File: src/rtl/lsg_pkg.sv
package lsg_pkg;
  localparam int unsigned SYM_W = 4;
  localparam logic [SYM_W-1:0] SYM_ONE  = 4'd1;
  localparam logic [SYM_W-1:0] SYM_THR  = 4'd3;
  localparam logic [SYM_W-1:0] SYM_FIV  = 4'd5;
  localparam logic [SYM_W-1:0] SYM_SEV  = 4'd7;
  localparam logic [SYM_W-1:0] SYM_NIN  = 4'd9;

  function automatic logic sym_ok(input logic [SYM_W-1:0] win, input int unsigned w);
    case (w)
      4:       sym_ok = (win == SYM_NIN);
      3:       sym_ok = (win == SYM_FIV) || (win == SYM_SEV);
      2:       sym_ok = (win == SYM_THR);
      1:       sym_ok = (win == SYM_ONE);
      default: sym_ok = 1'b0;
    endcase
  endfunction
endpackage

File: src/rtl/lsg_top_finder.sv
module lsg_top_finder #(
  parameter int unsigned W  = 16,
  parameter int unsigned SW = $clog2(W)
) (
  input  logic [W-1:0]  vec_i,
  output logic          any_o,
  output logic [SW-1:0] pos_o
);
  always_comb begin
    any_o = 1'b0;
    pos_o = '0;
    for (int i = 0; i < int'(W); i++) begin
      if (vec_i[i]) begin
        any_o = 1'b1;
        pos_o = SW'(i);
      end
    end
  end

  always_comb begin
    if (any_o) AST_POS_SET: assert (vec_i[pos_o]);
  end
endmodule

File: src/rtl/lsg_window_match.sv
module lsg_window_match
  import lsg_pkg::*;
#(
  parameter int unsigned W  = 16,
  parameter int unsigned SW = $clog2(W)
) (
  input  logic [W-1:0]     res_i,
  input  logic             any_i,
  input  logic [SW-1:0]    pos_i,
  output logic [SYM_W-1:0] sym_o,
  output logic [SW-1:0]    shift_o
);
  always_comb begin
    logic found;
    logic [SYM_W-1:0] win;
    int lsb;
    found   = 1'b0;
    sym_o   = '0;
    shift_o = '0;
    win     = '0;
    lsb     = 0;
    for (int w = 4; w >= 1; w--) begin
      if (!found && any_i && (int'(pos_i) >= w - 1)) begin
        lsb = int'(pos_i) - (w - 1);
        win = SYM_W'(res_i >> lsb) & SYM_W'((1 << w) - 1);
        if (sym_ok(win, w)) begin
          found   = 1'b1;
          sym_o   = win;
          shift_o = SW'(lsb);
        end
      end
    end
  end

  always_comb begin
    if (any_i) AST_SYM_LEGAL: assert (sym_o == SYM_ONE || sym_o == SYM_THR ||
                                      sym_o == SYM_FIV || sym_o == SYM_SEV ||
                                      sym_o == SYM_NIN);
  end
endmodule

File: src/rtl/lsg_decomposer.sv
module lsg_decomposer
  import lsg_pkg::*;
#(
  parameter int unsigned W  = 16,
  localparam int unsigned SW = $clog2(W)
) (
  input  logic             clk_i,
  input  logic             rst_ni,
  input  logic             start_i,
  input  logic [W-1:0]     coef_i,
  output logic             busy_o,
  output logic             frag_valid_o,
  output logic [SYM_W-1:0] frag_sym_o,
  output logic [SW-1:0]    frag_shift_o,
  output logic             frag_last_o,
  output logic             frag_empty_o
);
  logic             busy_q;
  logic [W-1:0]     res_q, res_nxt;
  logic             any;
  logic [SW-1:0]    top_pos;
  logic [SYM_W-1:0] sym;
  logic [SW-1:0]    shift;
  logic             last;

  lsg_top_finder #(.W(W), .SW(SW)) u_top (
    .vec_i (res_q),
    .any_o (any),
    .pos_o (top_pos)
  );

  lsg_window_match #(.W(W), .SW(SW)) u_match (
    .res_i   (res_q),
    .any_i   (any),
    .pos_i   (top_pos),
    .sym_o   (sym),
    .shift_o (shift)
  );

  // covered zeros are already zero, so xor clears exactly the window's ones
  assign res_nxt = res_q ^ (W'(sym) << shift);
  assign last    = busy_q && (res_nxt == '0);

  always_ff @(posedge clk_i or negedge rst_ni) begin
    if (!rst_ni) begin
      busy_q <= 1'b0;
      res_q  <= '0;
    end else if (!busy_q) begin
      if (start_i) begin
        busy_q <= 1'b1;
        res_q  <= coef_i;
      end
    end else begin
      res_q <= res_nxt;
      if (last) busy_q <= 1'b0;
    end
  end

  assign busy_o       = busy_q;
  assign frag_valid_o = busy_q;
  assign frag_sym_o   = (busy_q && any) ? sym : '0;
  assign frag_shift_o = (busy_q && any) ? shift : '0;
  assign frag_last_o  = last;
  assign frag_empty_o = busy_q && !any;

  AST_LAST_RELEASES: assert property (@(posedge clk_i) disable iff (!rst_ni)
    frag_valid_o && frag_last_o |=> !busy_o);
  AST_HOLD_TO_LAST: assert property (@(posedge clk_i) disable iff (!rst_ni)
    busy_o && !frag_last_o |=> busy_o && frag_valid_o);
  AST_RES_SHRINKS: assert property (@(posedge clk_i) disable iff (!rst_ni)
    busy_q && !last |=> (res_q < $past(res_q)) && ((res_q & ~$past(res_q)) == '0));
  AST_EMPTY_IS_LAST: assert property (@(posedge clk_i) disable iff (!rst_ni)
    frag_empty_o |-> frag_last_o && (frag_sym_o == '0));
  AST_START_IGNORED: assert property (@(posedge clk_i) disable iff (!rst_ni)
    busy_q && !last && start_i |=> busy_q && ((res_q & ~$past(res_q)) == '0));
endmodule

File: config.mk
export PLATFORM = sky130hd
export DESIGN_NAME = lsg_decomposer
export DESIGN_NICKNAME = d
export VERILOG_FILES = /design/src/rtl/lsg_pkg.sv /design/src/rtl/lsg_top_finder.sv /design/src/rtl/lsg_window_match.sv /design/src/rtl/lsg_decomposer.sv
export SDC_FILE = /design/constraint.sdc
export NUM_CORES = 1
export LEC_CHECK = 0
export BUFFER_PORTS_ARGS = -buffer_cell sky130_fd_sc_hd__buf_2
export CORE_AREA = 2 2 106 57
export DETAILED_ROUTE_END_ITERATION = 16
export DIE_AREA = 0 0 108 59
export PLACE_DENSITY = 0.85
export SLEW_MARGIN = 20
export SYNTH_ARGS = -nofsm -noshare
export SYNTH_HDL_FRONTEND = slang
export SYNTH_SLANG_ARGS = --single-unit
File: constraint.sdc
create_clock -name clk_i -period 13.6 [get_ports clk_i]
set_input_delay 2.04 -clock clk_i [delete_from_list [all_inputs] [get_ports clk_i]]
set_output_delay 2.04 -clock clk_i [all_outputs]
set_load 0.03 [all_outputs]
==> results of run 1 <==
## sequential cells by signal, indices dropped and copies added, names as in the netlist
name / flops
busy_o: 1
res_q: 16
## critical path: stages (launching register included)
cell and delay [ns]:
dfrtp_1 0.56, nor4_2 0.45, nand2_1 0.36, o21ai_2 0.75
ha_1 0.64, nand2_1 0.14, or3_1 0.41, o311a_1 0.15
or4_4 0.46, o31a_1 0.20, o21ai_0 0.20, nand2_1 0.12
a32oi_1 0.45, mux2i_1 0.20, a221oi_1 0.34, nand4_1 0.15
nor3_1 0.20, buf_2 0.22
## synthesized netlist by cell type (all sizes together) (3+ instances only)
master	count
a211o	3
a211oi	7
a21boi	6
a21o	8
a21oi	19
a221oi	4
a22o	11
a22oi	4
a31o	3
a31oi	8
a32oi	4
and3	5
buf	15
clkbuf	23
dfrtp	17
ha	8
inv	13
mux2i	8
nand2	47
nand2b	7
nand3	18
nand4	6
nor2	33
nor2b	9
nor3	13
nor3b	3
nor4	7
o2111ai	5
o211ai	5
o21ai	33
o221ai	3
o22ai	7
o311a	5
o311ai	4
o31a	3
o41ai	3
or2	5
or3	4
or4	6
xnor2	4
## cell type report
cell class                 count  area [sq um]
inverter                      13          48.8
fill                         509          2160
timing repair buffer          32           165
tap                           73          91.3
clock buffer                   4          45.0
multi-input combinational    354          2410
sequential                    17           425
## worst paths after layout
kind,from,endpoint,slack (ns),cells past startpoint
min reg2reg,res_q[0],res_q[0],0.74,2
min,res_q[0],res_q[0],0.74,2
max,res_q[11],frag_last_o,5.30,17
max in group asynchronous,rst_ni,res_q[13],11.64,1
min in group asynchronous,rst_ni,res_q[7],1.69,1
max reg2reg,res_q[11],busy_o,7.54,16
## per-layer routing
layer	global-route usage, %	wire length [microns]	vias up
met2	49.0	4320	305
met1	50.5	4660	1661
met5	0	0	-
met3	11.0	1690	31
met4	8.97	225	0
li1	-	-	1627
## through the flow
stage	util, %	std cells	setup WS, ns	hold slack [ns]
CTS	59.6	493	5.52	0.721
global placement	58.8	489	5.83	0.700
detailed placement	58.8	489	5.81	0.708
finish	59.6	493	5.30	0.744
floorplan	-	422	6.55	0.570
global route	59.6	493	4.99	0.777
## logic make-up (layout without fill, tap and decap cells)
logic type,count (synthesis),count (layout),share of synthesized area [%]
compound gates,164,164,41.7
flops,17,17,13.9
simple gates,170,170,30.1
fa+ha+maj,8,8,3.27
xor+xnor,4,4,1.15
buf+inv,51,49,7.20
mux,8,8,2.62
==> results.yml, run 1 <==
layout:
  fin_nets: 448
  most-common-layout-cells: "nand2_1 (47), nor2_1 (31), buf_2 (30)"
  area_growth_pct: 4.25
  diodes: 0
  fin_area_sq_um: 3190
  final_common_cell: "nand2_1"
  drive_gt1_share_pct: 16.4
placement:
  place_area_sq_um: 3140
  gp_congestion: 1.11
  dp_hpwl_mm: 8.05
  portBuffers: 30
drt:
  wirelength_mm: 10.9
  drcViolationCount: 0
  vias: 3624
  routedWlPerCell_microns: 22.1
  first_pass_iters: 8
  post_drt_via_cell_ratio: 7.35
  drtIter0Drc: 485
  ant_nets: 0
floorplan:
  die_w_microns: 108
  ios: 31
  start_util_pct: 57.2
  row_count: 19
  core_sq_um: 5350
  dieArea_sq_um: 6370
  die_h_microns: 59
global_routing:
  antenna_found_initial: 0
  grt.overflow.total: 0
  grt_pass1_wl_mm: 16.9
  grt_start_max_net_pins: 26
  first_global_vias: 3174
  track_usage_pct: 34.5
sta:
  rsz0062_at_grt: "false"
  period_share_pct: 61.0
  setup_viol: 0
  fin_crit_ns: 8.30
  hold_violations: 0
  setup_tns_ns: 0
  fin_worst_skew_ns: 0.00209
  tightestPinTransition_ns: 0.981
  slew_headroom_pct: 34.5
  fmax_ghz: 0.121
  slew_violations: 0
clock_network:
  cts.sinks: 17
  clkTransAtPathRegs_ns: 0.06
  insertion_delay_ns: 0.26
  cts_post_setup_buffers_inserted: 0
  holdBufCountCts: 0
  cts_buffers: 3
  ctsLongestPathBuffers: 2
  cts_root_buf: "clkbuf_8"
  cts.htree.levels: 1
  cts-resized-gates: 0
  cts_tree: "built"
synth:
  yosysTopAreaCellShare_pct: 13.9
  async_reset_ff_share_pct: 100
  yosysTopAreaCell: "dfrtp_1"
  synthesis.area_sq_um: 3060
  synth_edf_count: 0
  avgSynthCellArea_sq_um: 7.25
  synth_fp_nets: 449
  ys_ff_latch: 17
  ys_seq_area_share_pct: 13.9
  synth.top_cells.by_area: "dfrtp_1 (14%), nand2_1 (5.8%), o21ai_0 (4.3%)"
  syn_inst: 422
  synth.distinct_cells: 84
  synth-main-ff-cell: "dfrtp_1"
  yosysWarnings: 0
flow_run:
  maxCapViolCount: 0
worst_setup_path:
  critPathLaunchType: "register"
  critical_path_required_ns: 11.56
  path_max_fanout: 18
  worstSetupPathType: "reg -> out"
  worstSetupEndpointType: "primary output"
  arrival_ns: 6.26
worst_hold_path:
  hold_class: "reg -> reg"
run_status:
  status: "finished clean"
Power of run 1 is left out: the tool's default activity adds up to more than one toggle a clock period on the data nets, which glitch-free logic cannot reach.
==> inputs of run 2 (changes only) <==
==> constraint.sdc (replaced) <==
create_clock -name clk_i -period 7.75 [get_ports clk_i]
set_input_delay 1.1625 -clock clk_i [delete_from_list [all_inputs] [get_ports clk_i]]
set_output_delay 1.1625 -clock clk_i [all_outputs]
set_load 0.03 [all_outputs]
==> run 2 against run 1 <==
Compared with the run above:
- sequential share of layout area is 0.16 points lower
- setup slack worse by 4.9 ns
- sequential cell count stayed put
- design area is 1.2% higher
- via count is 1.8% higher
- non-clock buffer count is 5 higher
- routed wire length is 0.84% higher
- register-to-register slack worse by 5.8 ns
- final cell count is 1.0% higher
- utilization is 0.73 points higher
- highest routed layer unchanged
==> results.yml, run 2 (same netlist as run 1, synthesis figures left out) <==
run_status:
  status: "finished clean"
sta:
  slew_violations: 0
  fin_worst_skew_ns: 0.0101
  setup_tns_ns: 0
  fin_crit_ns: 7.31
  hold_violations: 0
  slew_headroom_pct: 32.8
  setup_viol: 0
  period_share_pct: 94.3
  fmax_ghz: 0.137
  whs_ns: 0.731
  tightestPinTransition_ns: 1.01
  fin_ws_ns: 0.441
  rsz0062_at_grt: "false"
drt:
  post_drt_via_cell_ratio: 7.41
  wirelength_mm: 11.0
  drcViolationCount: 0
  drtIter0Drc: 461
  routedWlPerCell_microns: 22.1
  ant_nets: 0
  first_pass_iters: 5
  vias: 3689
flow_run:
  maxCapViolCount: 0
worst_setup_path:
  cp_top_family: "compound AO/OA/AOI/OAI gates"
  slowest_delay_ns: 0.75
  cp_slowest_cell: "ha_1"
  critical_path_required_ns: 6.59
  worstSetupEndpointType: "primary output"
  worstSetupPathType: "reg -> out"
  path_cells: "nor2b_1 > o311ai_4 > o21ai_2 > ha_1 > nand2_1 > or3_1 > o311a_1 > or4_4 > o311a_1 > o22ai_2 > nand3_1 > a32oi_1 > mux2i_1 > a221oi_1 > nand4_1 > nor3_1 > buf_2"
  path_common_cell: "o311a_1"
  arrival_ns: 6.15
  crit_buf_inv: 1
  critPathLaunchType: "register"
  path_max_fanout: 18
clock_network:
  cts_tree: "built"
  cts.htree.levels: 1
  cts_post_setup_buffers_inserted: 0
  cts-resized-gates: 0
  holdBufCountCts: 0
  cts_root_buf: "clkbuf_8"
  insertion_delay_ns: 0.26
  cts_buffers: 3
  cts.sinks: 17
  clkTransAtPathRegs_ns: 0.08
  ctsLongestPathBuffers: 2
layout:
  fill_cells: 511
  final_common_cell: "nand2_1"
  area_growth_pct: 5.52
  register_area_sq_um: 425
  fin_nets: 453
  largest_register_ff_count: 16
  multi_input_area_sq_um: 2410
  most-common-layout-cells: "nand2_1 (47), nor2_1 (31), buf_2 (30)"
  top_register: "res_q"
  diodes: 0
  fin_area_sq_um: 3230
  drive_gt1_share_pct: 17.6
placement:
  portBuffers: 30
  gp_congestion: 1.09
  place_area_sq_um: 3180
  dp_hpwl_mm: 8.36
  dp_worst_setup_slack_ns: 1.03
global_routing:
  grt_start_max_net_pins: 31
  grt.overflow.total: 0
  track_usage_pct: 34.6
  antenna_found_initial: 0
  grt_pass1_wl_mm: 16.9
  first_global_vias: 3020
floorplan:
  die_h_microns: 59
  core_sq_um: 5350
  start_util_pct: 57.2
  ios: 31
  die_w_microns: 108
  dieArea_sq_um: 6370
  row_count: 19
worst_hold_path:
  hold_class: "reg -> reg"
==> run 2: changes by cell type in the layout (fill, tap and decap cells not counted) <==
cell,before,now
clkinv_2,0,1
buf_4,2,7
clkbuf_1,1,0
==> run 2: final cells by class <==
class	count	share of cell area, %
Multi-Input combinational cell	354	74.8
Clock inverter	1	0.155
Inverter	13	1.51
Tap cell	73	2.83
Sequential cell	17	13.2
Timing Repair Buffer	37	6.28
Clock buffer	3	1.28
==> run 2: worst paths after layout <==
check	from	to	slack, ns	cells past startpoint
max	res_q[11]	frag_last_o	0.44	17
min	res_q[1]	res_q[1]	0.73	3
max reg2reg	res_q[11]	busy_o	1.79	16
min in group asynchronous	rst_ni	res_q[8]	0.82	1
min reg2reg	res_q[1]	res_q[1]	0.73	3
max in group asynchronous	rst_ni	res_q[7]	6.63	1
==> run 2: worst reg2reg max path, stage by stage (launching register included) <==
cell and delay (ns):
dfrtp_1 0.67, nor2b_1 0.19, o311ai_4 0.63, o21ai_2 0.20, ha_1 0.75, nand2_1 0.15, or3_1 0.44, o311a_1 0.17
or4_4 0.46, o311a_1 0.16, o22ai_2 0.16, nand3_1 0.17, a32oi_1 0.53, mux2i_1 0.22, a221oi_1 0.38, nand4_1 0.17
o32a_1 0.38
==> run 2: stage by stage <==
step                      std cells  utilization, %
after floorplan                 422               -
after global placement          494            59.5
after detailed placement        494            59.5
after CTS                       498            60.4
after global routing            498            60.4
final                           498            60.4
==> run 2: layer usage <==
| metal | track usage, % | vias up | wire, microns |
|---|---|---|---|
| met3 | 9.56 | 31 | 1760 |
| met2 | 48.0 | 315 | 4250 |
| met1 | 53.5 | 1709 | 4710 |
| met5 | 0 | - | 0 |
| li1 | - | 1634 | - |
| met4 | 6.23 | 0 | 264 |
Power of run 2 is left out for the same reason.
==> inputs of run 3 (changes only) <==
--- a/config.mk
+++ b/config.mk
@@ -9,7 +9,7 @@
 export CORE_AREA = 2 2 106 57
 export DETAILED_ROUTE_END_ITERATION = 16
 export DIE_AREA = 0 0 108 59
-export PLACE_DENSITY = 0.85
+export PLACE_DENSITY = 0.8
 export SLEW_MARGIN = 20
 export SYNTH_ARGS = -nofsm -noshare
 export SYNTH_HDL_FRONTEND = slang
==> run 3 against run 2 <==
Compared with the run above:
- worst hold slack worse by 0.035 ns
- non-clock buffer count increased by 1
- sequential share of layout area about the same
- first-iteration DRC count increased by 4.6%
- global-route usage rose by 0.92 points
- fmax shrank 1.1%
- utilization up 0.14 points
- critical path type unchanged
- highest routed layer unchanged
==> results.yml, run 3 (same netlist as run 1, synthesis figures left out) <==
sta:
  slew_headroom_pct: 35.2
  fin_crit_ns: 7.39
  whs_ns: 0.696
  fin_worst_skew_ns: 0.00392
  slew_violations: 0
  period_share_pct: 95.4
  rsz0062_at_grt: "false"
  setup_tns_ns: 0
  hold_violations: 0
  tightestPinTransition_ns: 0.970
  setup_viol: 0
  fin_ws_ns: 0.359
  fmax_ghz: 0.135
layout:
  top_register: "res_q"
  largest_register_ff_count: 16
  utilization_pct: 60.5
  diodes: 0
  register_area_sq_um: 425
  area_growth_pct: 5.77
  most-common-layout-cells: "nand2_1 (47), nor2_1 (31), buf_2 (30)"
  multi_input_area_sq_um: 2410
  fill_cells: 521
  fin_nets: 454
  final_common_cell: "nand2_1"
  drive_gt1_share_pct: 17.8
worst_setup_path:
  rr_worst_depth: 17
  reg2reg_from: "res_q[11]"
  critPathLaunchType: "register"
  arrival_ns: 6.23
  critical_path_required_ns: 6.59
  reg2reg_slack_ns: 1.75
  worstSetupPathType: "reg -> out"
  r2r_end: "busy_o"
  path_max_fanout: 15
  worstSetupEndpointType: "primary output"
floorplan:
  row_count: 19
  die_h_microns: 59
  core_sq_um: 5350
  start_util_pct: 57.2
  dieArea_sq_um: 6370
  ios: 31
  die_w_microns: 108
clock_network:
  cts_root_buf: "clkbuf_8"
  clkTransAtPathRegs_ns: 0.07
  holdBufCountCts: 0
  ctsLongestPathBuffers: 2
  cts-resized-gates: 0
  insertion_delay_ns: 0.25
  cts_post_setup_buffers_inserted: 0
  cts.sinks: 17
  cts.htree.levels: 1
  cts_buffers: 3
  cts_tree: "built"
drt:
  routedWlPerCell_microns: 21.6
  ant_nets: 0
  post_drt_via_cell_ratio: 7.23
  vias: 3608
  drtIter0Drc: 482
  wirelength_mm: 10.8
  first_pass_iters: 5
  drcViolationCount: 0
global_routing:
  first_global_vias: 3321
  antenna_found_initial: 0
  grt_pass1_wl_mm: 17.5
  grt_start_max_net_pins: 22
  track_usage_pct: 35.5
  grt.overflow.total: 0
worst_hold_path:
  min_from: "res_q[1]"
  min_to: "res_q[1]"
  hold_class: "reg -> reg"
  min_path_cells: 3
placement:
  dp_worst_setup_slack_ns: 0.882
  dp_hpwl_mm: 8.17
  portBuffers: 30
  gp_congestion: 1.08
run_status:
  status: "finished clean"
flow_run:
  maxCapViolCount: 0
run 3: final cells by class:
class                           count  share of cell area (%)
Clock buffer                        3                    1.28
Inverter                           13                    1.51
Tap cell                           73                    2.82
Timing Repair Buffer               38                    6.50
Multi-Input combinational cell    354                    74.6
Clock inverter                      1                   0.155
Sequential cell                    17                    13.1
run 3: per-stage QoR:
| step | cell area [sq um] | instances |
|---|---|---|
| 4_1_cts | 3240 | 499 |
| 6_report | 3240 | 499 |
| 3_5_place_dp | 3190 | 495 |
| 2_1_floorplan | 3060 | 422 |
| 5_1_grt | 3240 | 499 |
| 3_3_place_gp | 3190 | 495 |
run 3: metal layers:
metal  routed length [microns]  vias to the layer above  global-route usage, %
li1                          -                     1633                      -
met1                      4740                     1655                   52.2
met2                      4250                      302                   50.5
met3                      1660                       18                   11.0
met4                       149                        0                   9.16
met5                         0                        -                      0
run 3: worst max path at each step:
stage                     depth (start not counted)  slack, ns       from     endpoint
after floorplan                                  19       1.57   res_q[9]  frag_last_o
after global placement                           18       0.88  res_q[10]  frag_last_o
after detailed placement                         18       0.88  res_q[10]  frag_last_o
after CTS                                        18       0.58  res_q[11]  frag_last_o
after global routing                             17       0.02  res_q[11]  frag_last_o
final                                            18       0.36  res_q[11]  frag_last_o
run 3: critical path, stage by stage (launching register included):
cell and delay (ns):
dfrtp_1 0.56, nor4_2 0.42, nand2_1 0.33, o21ai_2 0.70, ha_1 0.38, buf_4 0.24, nand2_1 0.08, or3_1 0.39
o311a_1 0.14, or4_4 0.46, o311a_1 0.18, o22ai_2 0.17, nand3_1 0.18, a32oi_1 0.53, mux2i_1 0.24, a221oi_1 0.36
nand4_1 0.15, nor3_1 0.23, buf_2 0.23
Power of run 3 is left out for the same reason.
